==> src/rtl/twc_pkg.sv <==
package twc_pkg;
  localparam logic [3:0] OP_RD_WIPER = 4'b1001;
  localparam logic [3:0] OP_WR_WIPER = 4'b1010;
  localparam logic [3:0] OP_RD_STORE = 4'b1011;
  localparam logic [3:0] OP_WR_STORE = 4'b1100;
  localparam logic [3:0] OP_LOAD_ONE = 4'b1101;
  localparam logic [3:0] OP_SAVE_ONE = 4'b1110;
  localparam logic [3:0] OP_LOAD_ALL = 4'b0001;
  localparam logic [3:0] OP_SAVE_ALL = 4'b1000;
  localparam logic [3:0] OP_STEP     = 4'b0010;

  typedef enum logic [2:0] {
    ST_IDLE, ST_ID, ST_INSTR, ST_WDATA, ST_RDATA, ST_STEP, ST_SKIP
  } twc_state_e;

  typedef struct packed {
    logic [3:0] op;
    logic [1:0] sel;
    logic       pot;
    logic [7:0] data;
  } twc_cmd_t;
endpackage

==> src/rtl/twc_line_sync.sv <==
module twc_line_sync #(
  parameter int STAGES = 2,
  parameter int LINES  = 2
) (
  input  logic             clk,
  input  logic             rst_n,
  input  logic [LINES-1:0] raw,
  output logic [LINES-1:0] lvl,
  output logic [LINES-1:0] prev
);
  for (genvar i = 0; i < LINES; i++) begin : g_line
    logic [STAGES:0] chain;
    always_ff @(posedge clk or negedge rst_n) begin
      if (!rst_n) chain <= '1;
      else        chain <= {chain[STAGES-1:0], raw[i]};
    end
    assign lvl[i]  = chain[STAGES-1];
    assign prev[i] = chain[STAGES];
  end
endmodule

==> src/rtl/twc_op_decode.sv <==
module twc_op_decode
  import twc_pkg::*;
(
  input  logic [3:0] op,
  output logic       legal,
  output logic       is_rd,
  output logic       is_wr,
  output logic       is_xfer,
  output logic       is_step
);
  always_comb begin
    is_rd   = 1'b0;
    is_wr   = 1'b0;
    is_xfer = 1'b0;
    is_step = 1'b0;
    case (op)
      OP_RD_WIPER, OP_RD_STORE:                         is_rd   = 1'b1;
      OP_WR_WIPER, OP_WR_STORE:                         is_wr   = 1'b1;
      OP_LOAD_ONE, OP_SAVE_ONE, OP_LOAD_ALL, OP_SAVE_ALL: is_xfer = 1'b1;
      OP_STEP:                                          is_step = 1'b1;
      default: ;
    endcase
    legal = is_rd | is_wr | is_xfer | is_step;
  end
endmodule

==> src/rtl/twc_cmd_slot.sv <==
module twc_cmd_slot
  import twc_pkg::*;
(
  input  logic     clk,
  input  logic     rst_n,
  input  logic     push,
  input  twc_cmd_t push_cmd,
  input  logic     ready,
  output logic     valid,
  output twc_cmd_t cmd
);
  always_ff @(posedge clk or negedge rst_n) begin
    if (!rst_n) begin
      valid <= 1'b0;
      cmd   <= '0;
    end else if (push) begin
      valid <= 1'b1;
      cmd   <= push_cmd;
    end else if (valid && ready) begin
      valid <= 1'b0;
    end
  end
endmodule

==> src/rtl/twc_cmd_slave.sv <==
module twc_cmd_slave
  import twc_pkg::*;
#(
  parameter int         SYNC_STAGES = 2,
  parameter int         ADDR_W      = 4,
  parameter logic [7-ADDR_W:0] TYPE_CODE = 4'b0101
) (
  input  logic              clk,
  input  logic              rst_n,
  input  logic              scl_i,
  input  logic              sda_i,
  output logic              sda_oe,
  input  logic [ADDR_W-1:0] dev_addr,
  input  logic              nv_busy,
  output logic              cmd_valid,
  input  logic              cmd_ready,
  output logic [3:0]        cmd_op,
  output logic [1:0]        cmd_sel,
  output logic              cmd_pot,
  output logic [7:0]        cmd_data,
  input  logic              rsp_valid,
  input  logic [7:0]        rsp_data
);
  localparam int          BYTE_W   = 8;
  localparam logic [3:0]  LAST_BIT = 4'(BYTE_W);

  // line conditioning and bus events
  logic [1:0] lvl, prev;
  twc_line_sync #(.STAGES(SYNC_STAGES), .LINES(2)) u_sync (
    .clk(clk), .rst_n(rst_n), .raw({sda_i, scl_i}), .lvl(lvl), .prev(prev)
  );

  logic scl_lvl, sda_lvl, scl_rise, scl_fall, start_c, stop_c;
  assign scl_lvl  = lvl[0];
  assign sda_lvl  = lvl[1];
  assign scl_rise = lvl[0] & ~prev[0];
  assign scl_fall = ~lvl[0] & prev[0];
  assign start_c  = lvl[0] & prev[0] & prev[1] & ~lvl[1];
  assign stop_c   = lvl[0] & prev[0] & ~prev[1] & lvl[1];

  // transaction state
  twc_state_e      state, nxt_state;
  logic [3:0]      bit_cnt;
  logic            in_ack;
  logic [BYTE_W-1:0] sr, tx_sr, ins;
  logic            step_arm, step_dir;
  logic            push_q;
  twc_cmd_t        pcmd_q;

  // opcode classes of the byte just received
  logic dec_legal, dec_rd, dec_wr, dec_xfer, dec_step;
  twc_op_decode u_dec (
    .op(sr[7:4]), .legal(dec_legal), .is_rd(dec_rd), .is_wr(dec_wr),
    .is_xfer(dec_xfer), .is_step(dec_step)
  );

  logic rx_state, byte_end, id_eval;
  assign rx_state = (state == ST_ID) || (state == ST_INSTR) || (state == ST_WDATA);
  assign byte_end = rx_state && !in_ack && scl_fall && (bit_cnt == LAST_BIT);
  assign id_eval  = byte_end && (state == ST_ID);

  // verdict on a completed byte
  logic       ev_ok, ev_push;
  twc_state_e ev_next;
  twc_cmd_t   ev_cmd;
  always_comb begin
    ev_ok        = 1'b0;
    ev_push      = 1'b0;
    ev_next      = ST_SKIP;
    ev_cmd.op    = sr[7:4];
    ev_cmd.sel   = sr[3:2];
    ev_cmd.pot   = sr[0];
    ev_cmd.data  = '0;
    case (state)
      ST_ID: begin
        ev_ok   = (sr == {TYPE_CODE, dev_addr}) && !nv_busy;
        ev_next = ST_INSTR;
      end
      ST_INSTR: begin
        ev_ok   = dec_legal;
        ev_push = dec_rd | dec_xfer;
        if (dec_rd)        ev_next = ST_RDATA;
        else if (dec_wr)   ev_next = ST_WDATA;
        else if (dec_step) ev_next = ST_STEP;
        else               ev_next = ST_SKIP;
      end
      ST_WDATA: begin
        ev_ok       = 1'b1;
        ev_push     = 1'b1;
        ev_cmd.op   = ins[7:4];
        ev_cmd.sel  = ins[3:2];
        ev_cmd.pot  = ins[0];
        ev_cmd.data = sr;
      end
      default: ;
    endcase
  end

  always_ff @(posedge clk or negedge rst_n) begin
    if (!rst_n) begin
      state     <= ST_IDLE;
      nxt_state <= ST_IDLE;
      bit_cnt   <= '0;
      in_ack    <= 1'b0;
      sr        <= '0;
      tx_sr     <= '1;
      ins       <= '0;
      sda_oe    <= 1'b0;
      step_arm  <= 1'b0;
      step_dir  <= 1'b0;
      push_q    <= 1'b0;
      pcmd_q    <= '0;
    end else begin
      push_q <= 1'b0;
      if (start_c) begin
        state    <= ST_ID;
        bit_cnt  <= '0;
        in_ack   <= 1'b0;
        sda_oe   <= 1'b0;
        step_arm <= 1'b0;
      end else if (stop_c) begin
        state    <= ST_IDLE;
        in_ack   <= 1'b0;
        sda_oe   <= 1'b0;
        step_arm <= 1'b0;
      end else begin
        case (state)
          ST_ID, ST_INSTR, ST_WDATA: begin
            if (in_ack) begin
              if (scl_fall) begin
                in_ack  <= 1'b0;
                bit_cnt <= '0;
                state   <= nxt_state;
                sda_oe  <= (nxt_state == ST_RDATA) ? ~tx_sr[BYTE_W-1] : 1'b0;
              end
            end else if (scl_rise && bit_cnt != LAST_BIT) begin
              sr      <= {sr[BYTE_W-2:0], sda_lvl};
              bit_cnt <= bit_cnt + 4'd1;
            end else if (byte_end) begin
              if (ev_ok) begin
                in_ack    <= 1'b1;
                sda_oe    <= 1'b1;
                nxt_state <= ev_next;
                push_q    <= ev_push;
                pcmd_q    <= ev_cmd;
                if (state == ST_INSTR) ins <= sr;
              end else begin
                state <= ST_SKIP;
              end
            end
          end
          ST_RDATA: begin
            if (scl_rise && bit_cnt != LAST_BIT) begin
              bit_cnt <= bit_cnt + 4'd1;
            end else if (scl_fall) begin
              if (bit_cnt == LAST_BIT) begin
                sda_oe <= 1'b0;
                state  <= ST_SKIP;
              end else begin
                tx_sr  <= {tx_sr[BYTE_W-2:0], 1'b1};
                sda_oe <= ~tx_sr[BYTE_W-2];
              end
            end
          end
          ST_STEP: begin
            if (scl_rise) begin
              step_arm <= 1'b1;
              step_dir <= sda_lvl;
            end else if (scl_fall && step_arm) begin
              step_arm    <= 1'b0;
              push_q      <= 1'b1;
              pcmd_q.op   <= ins[7:4];
              pcmd_q.sel  <= ins[3:2];
              pcmd_q.pot  <= ins[0];
              pcmd_q.data <= {{(BYTE_W-1){1'b0}}, step_dir};
            end
          end
          default: ;
        endcase
      end
      if (rsp_valid) tx_sr <= rsp_data;
    end
  end

  // command holding slot toward the executor
  twc_cmd_t slot_cmd;
  twc_cmd_slot u_slot (
    .clk(clk), .rst_n(rst_n), .push(push_q), .push_cmd(pcmd_q),
    .ready(cmd_ready), .valid(cmd_valid), .cmd(slot_cmd)
  );
  assign cmd_op   = slot_cmd.op;
  assign cmd_sel  = slot_cmd.sel;
  assign cmd_pot  = slot_cmd.pot;
  assign cmd_data = slot_cmd.data;
endmodule

==> config.mk <==
export PLATFORM = sky130hd
export DESIGN_NAME = twc_cmd_slave
export DESIGN_NICKNAME = d
export VERILOG_FILES = /design/src/rtl/twc_pkg.sv /design/src/rtl/twc_line_sync.sv /design/src/rtl/twc_op_decode.sv /design/src/rtl/twc_cmd_slot.sv /design/src/rtl/twc_cmd_slave.sv
export SDC_FILE = /design/constraint.sdc
export NUM_CORES = 1
export LEC_CHECK = 0
export CORE_ASPECT_RATIO = 2
export CORE_UTILIZATION = 25
export CTS_BUF_LIST = sky130_fd_sc_hd__clkbuf_4
export DETAILED_ROUTE_END_ITERATION = 8
export SLEW_MARGIN = 20
export SYNTH_ARGS = -nofsm -noshare
export SYNTH_HDL_FRONTEND = slang
export SYNTH_SLANG_ARGS = --single-unit
==> constraint.sdc <==
create_clock -name clk -period 2.3 [get_ports clk]
set_input_delay 0.46 -clock clk [delete_from_list [all_inputs] [get_ports clk]]
set_output_delay 0.46 -clock clk [all_outputs]
set_load 0.005 [all_outputs]
==> impl_metrics.csv <==
group,metric,value,unit
pwr,pwr_density_cell,647,mW/mm2
cts,cts_tree,"done",
sta,rsz0062_at_grt,"yes",
critical_path,critPathSlowestCell,"dfrtp_1",
synth,synth_edf_count,0,
sta,fmax,0.454,GHz
routing,drt-vias-per-instance,4.56,
critical_path,crit_type,"reg -> reg",
floorplanning,die_h,170,um
finish,nets,392,
routing,wl_per_cell,14.5,um
critical_path,arrival,2530,ps
critical_path,max_stage_delay,430,ps
synth,synthCells,309,
sta,layout_min_cycle_time,2200,ps
global_routing,grtUsageTotal,12.1,%
critical_path,path_cells,"inv_2, ha_1, and3b_1, nand3b_1, o32a_1, or3_1, buf_6, mux2_4",
floorplanning,ios,36,
global_routing,antenna_found_initial,1,
cts,clock_sinks,75,
place,globalplace.congestion,0.830,
routing,drt.antenna.violating_nets,0,
place,port-buffer-count,35,
floorplanning,chipWidth,86.2,um
critical_path,reg2reg_slack,100,ps
pwr,ir_worst_vdd,0.000245,V
worst_hold_path,min-delay-start,"u_sync.g_line[1].chain[0]",
pwr,p_sw,0.000890,W
pwr,swShare,30.9,%
cts,cts_root_buf,"clkbuf_4",
worst_hold_path,holdPathStages,0,
routing,drt-total-wl,8.22,mm
sta,finalClockSkew,25.4,ps
worst_hold_path,hold_path_end,"u_sync.g_line[1].chain[1]",
pwr,p_seq_share,55.0,%
cts,clk_latency,450,ps
pwr,clkPwrFrac,25.3,%
pwr,combPwrFrac,19.8,%
synth,synthesis.area,0.00355,mm2
routing,drt_pre_antenna_iters,4,
cts,cts_max_level,3,
synth,syn_nets,330,
place,post-dp-hpwl,6.22,mm
cts,clock_path_buffers,2,
sta,worst_slew_pin_slew,668,ps
global_routing,met2_usage,23.2,%
cts,post-cts-setup-buffers,0,
global_routing,grt-busiest-layer,"met2",
synth,ys_seq_elements,75,
synth,synth-async-reset-ratio,100,%
synth,yosysWarningCount,0,
cts,numCtsBuffers,9,
critical_path,r2r-start,"bit_cnt[0]",
global_routing,grt_pass1_vias,2777,
routing,drt-initial-drc-count,95,
floorplanning,fp-row-count,61,
global_routing,grt-ovfl-total,0,
finish,area_delta_synth_final,25.6,%
critical_path,start_kind,"flop",
critical_path,worstSetupEndpointType,"flop",
critical_path,ff2ff_path_depth,8,
sta,drv_slew,0,
floorplanning,die_area,0.0147,mm2
sta,maxSlewHeadroom,55.4,%
critical_path,crit_buf_inv,2,
pwr,power_leakage,1.96,nW
finish,drive_gt1_share,28.7,%
cts,clk_pin_slew,120,ps
global_routing,met3_usage,2.42,%
floorplanning,core-area,0.0139,mm2
critical_path,r2r-end,"ins[4]",
synth,syn_avg_cell_area,11.5,um2
synth,seq_area_frac_synth,53.4,%
finish,final_cell_mix,"dfrtp_1 (60), clkdlybuf4s50_1 (34), buf_4 (31)",
sta,hold_viol_final,0,
worst_hold_path,hold_class,"reg -> reg",
floorplanning,initial_core_util,25.5,%
critical_path,required,2630,ps
routing,vias,2580,
sta,finalSetupViolCount,0,
critical_path,worst-path-max-fanout,7,
global_routing,grt_max_degree,40,
finish,layout_commonest_cell,"dfrtp_1",
sta,timing.hold.ws,364,ps
global_routing,grtUsageMet1,11.2,%
routing,drc_errors,0,
sta,fin_crit_sh,95.8,%
synth,synth_ff_type,"dfrtp_1",
synth,ys_types,51,
sta,setup_tns,0,ps
flow_run,maxCapViolCount,0,
global_routing,grt_pass1_wl,13.5,mm
pwr,intPower,0.00199,W
status,status,"complete, no violations",
critical_path,critPathTopFamily,"simple AND/OR/NAND/NOR gates",
==> kinds of logic (layout without fill, tap and decap cells) <==
group	after synthesis	after routing	synth area share, %
buffers and inverters	25	92	2.93
flip-flops	75	75	53.4
AO/OA/AOI/OAI	55	55	9.52
adder cells (fa/ha/maj)	2	2	0.705
other	0	1	0
AND/OR/NAND/NOR	88	88	13.4
multiplexers	55	55	17.9
XOR/XNOR	9	9	2.22
==> synthesized netlist by cell type (all sizes together) (2+ instances only) <==
| cell type | number | share of area, % |
|---|---|---|
| dfrtp | 61 | 43 |
| nor4b | 2 | 0.49 |
| xnor2 | 6 | 1.5 |
| clkbuf | 13 | 1.4 |
| nand2 | 26 | 2.8 |
| nand2b | 4 | 0.71 |
| xor2 | 3 | 0.74 |
| and2 | 2 | 0.35 |
| a21oi | 7 | 0.99 |
| a22o | 2 | 0.49 |
| nand3 | 14 | 2.0 |
| and3b | 2 | 0.49 |
| ha | 2 | 0.71 |
| dfstp | 14 | 10 |
| or3b | 2 | 0.49 |
| mux2i | 9 | 2.5 |
| o31ai | 2 | 0.42 |
| nand4 | 2 | 0.35 |
| nand4b | 2 | 0.49 |
| inv | 8 | 0.85 |
| o21ai | 27 | 3.8 |
| nor2b | 6 | 1.1 |
| mux2 | 46 | 15 |
| o22ai | 4 | 0.71 |
| nor2 | 15 | 1.6 |
| buf | 4 | 0.71 |
| nand3b | 2 | 0.42 |
| a31oi | 2 | 0.35 |
| or4 | 3 | 0.63 |
==> power by group through the flow <==
stage	Combinational, W	Sequential [W]	Clock [W]
floorplan	0.000300	0.00157	0
global placement	0.000560	0.00160	0
detailed placement	0.000577	0.00161	0
CTS	0.000582	0.00158	0.000769
global route	0.000633	0.00160	0.000817
finish	0.000570	0.00158	0.000728
==> worst register-to-register path: stages, from the launching register on <==
cell and delay (ps):
dfrtp_1 430, inv_2 80, ha_1 130, and3b_1 170
nand3b_1 110, o32a_1 380, or3_1 340, buf_6 160
mux2_4 300
==> state kept, by name, summed over array words and instances, names as in the netlist, 3 cells and up <==
register,flops
bit_cnt,4
sr,8
tx_sr,8
state,3
ins,7
nxt_state,3
u_sync.g_line.chain,6
u_slot.cmd,15
pcmd_q,15
==> what timing repair did <==
item / CTS / global route
endpoints found under the setup margin: 0 / 17
hold buffers: 1 / 0
resized for setup: 0 / 5
endpoints found under the hold margin: 34 / 0
==> area by class of cell <==
cell class              instances  area (um2)
repair buffers                 68         614
multi-input cells             209        1560
clock inverters                 7        52.6
inverters                       8        30.0
flip-flops and latches         75        1900
diodes                          1        2.50
clock buffers                   9        67.6
well taps                     189         236
fillers                      1466        9430
==> worst max-delay path by stage <==
stage                     startpoint       end  slack [ps]  cells past startpoint
after floorplan           bit_cnt[0]    ins[0]          30                      9
after global placement       nv_busy    ins[2]        -280                      7
after detailed placement     nv_busy    ins[2]        -280                      7
after CTS                      sr[5]  state[1]          40                      6
after global routing           sr[5]  state[0]          -3                      6
final                     bit_cnt[0]    ins[4]         100                      8
==> per-layer routing <==
metal	up-vias	wire, um	part of all wire (%)
li1	1232	-	-
met1	1275	2970	36
met2	50	4660	57
met3	23	211	2.6
met4	0	377	4.6
met5	-	0	0
==> through the flow <==
stage	instances	power, W	instance area, um2	worst slack, ps	util [%]
after detailed placement	548	0.00219	4310	-282	31.0
after floorplan	309	0.00187	3550	29.8	-
after CTS	565	0.00294	4440	44.4	32.0
after global routing	566	0.00305	4460	-2.70	32.1
final	566	0.00288	4460	97.0	32.1
after global placement	548	0.00216	4310	-279	31.0
Note: power is estimated with default switching activity, not from simulation.
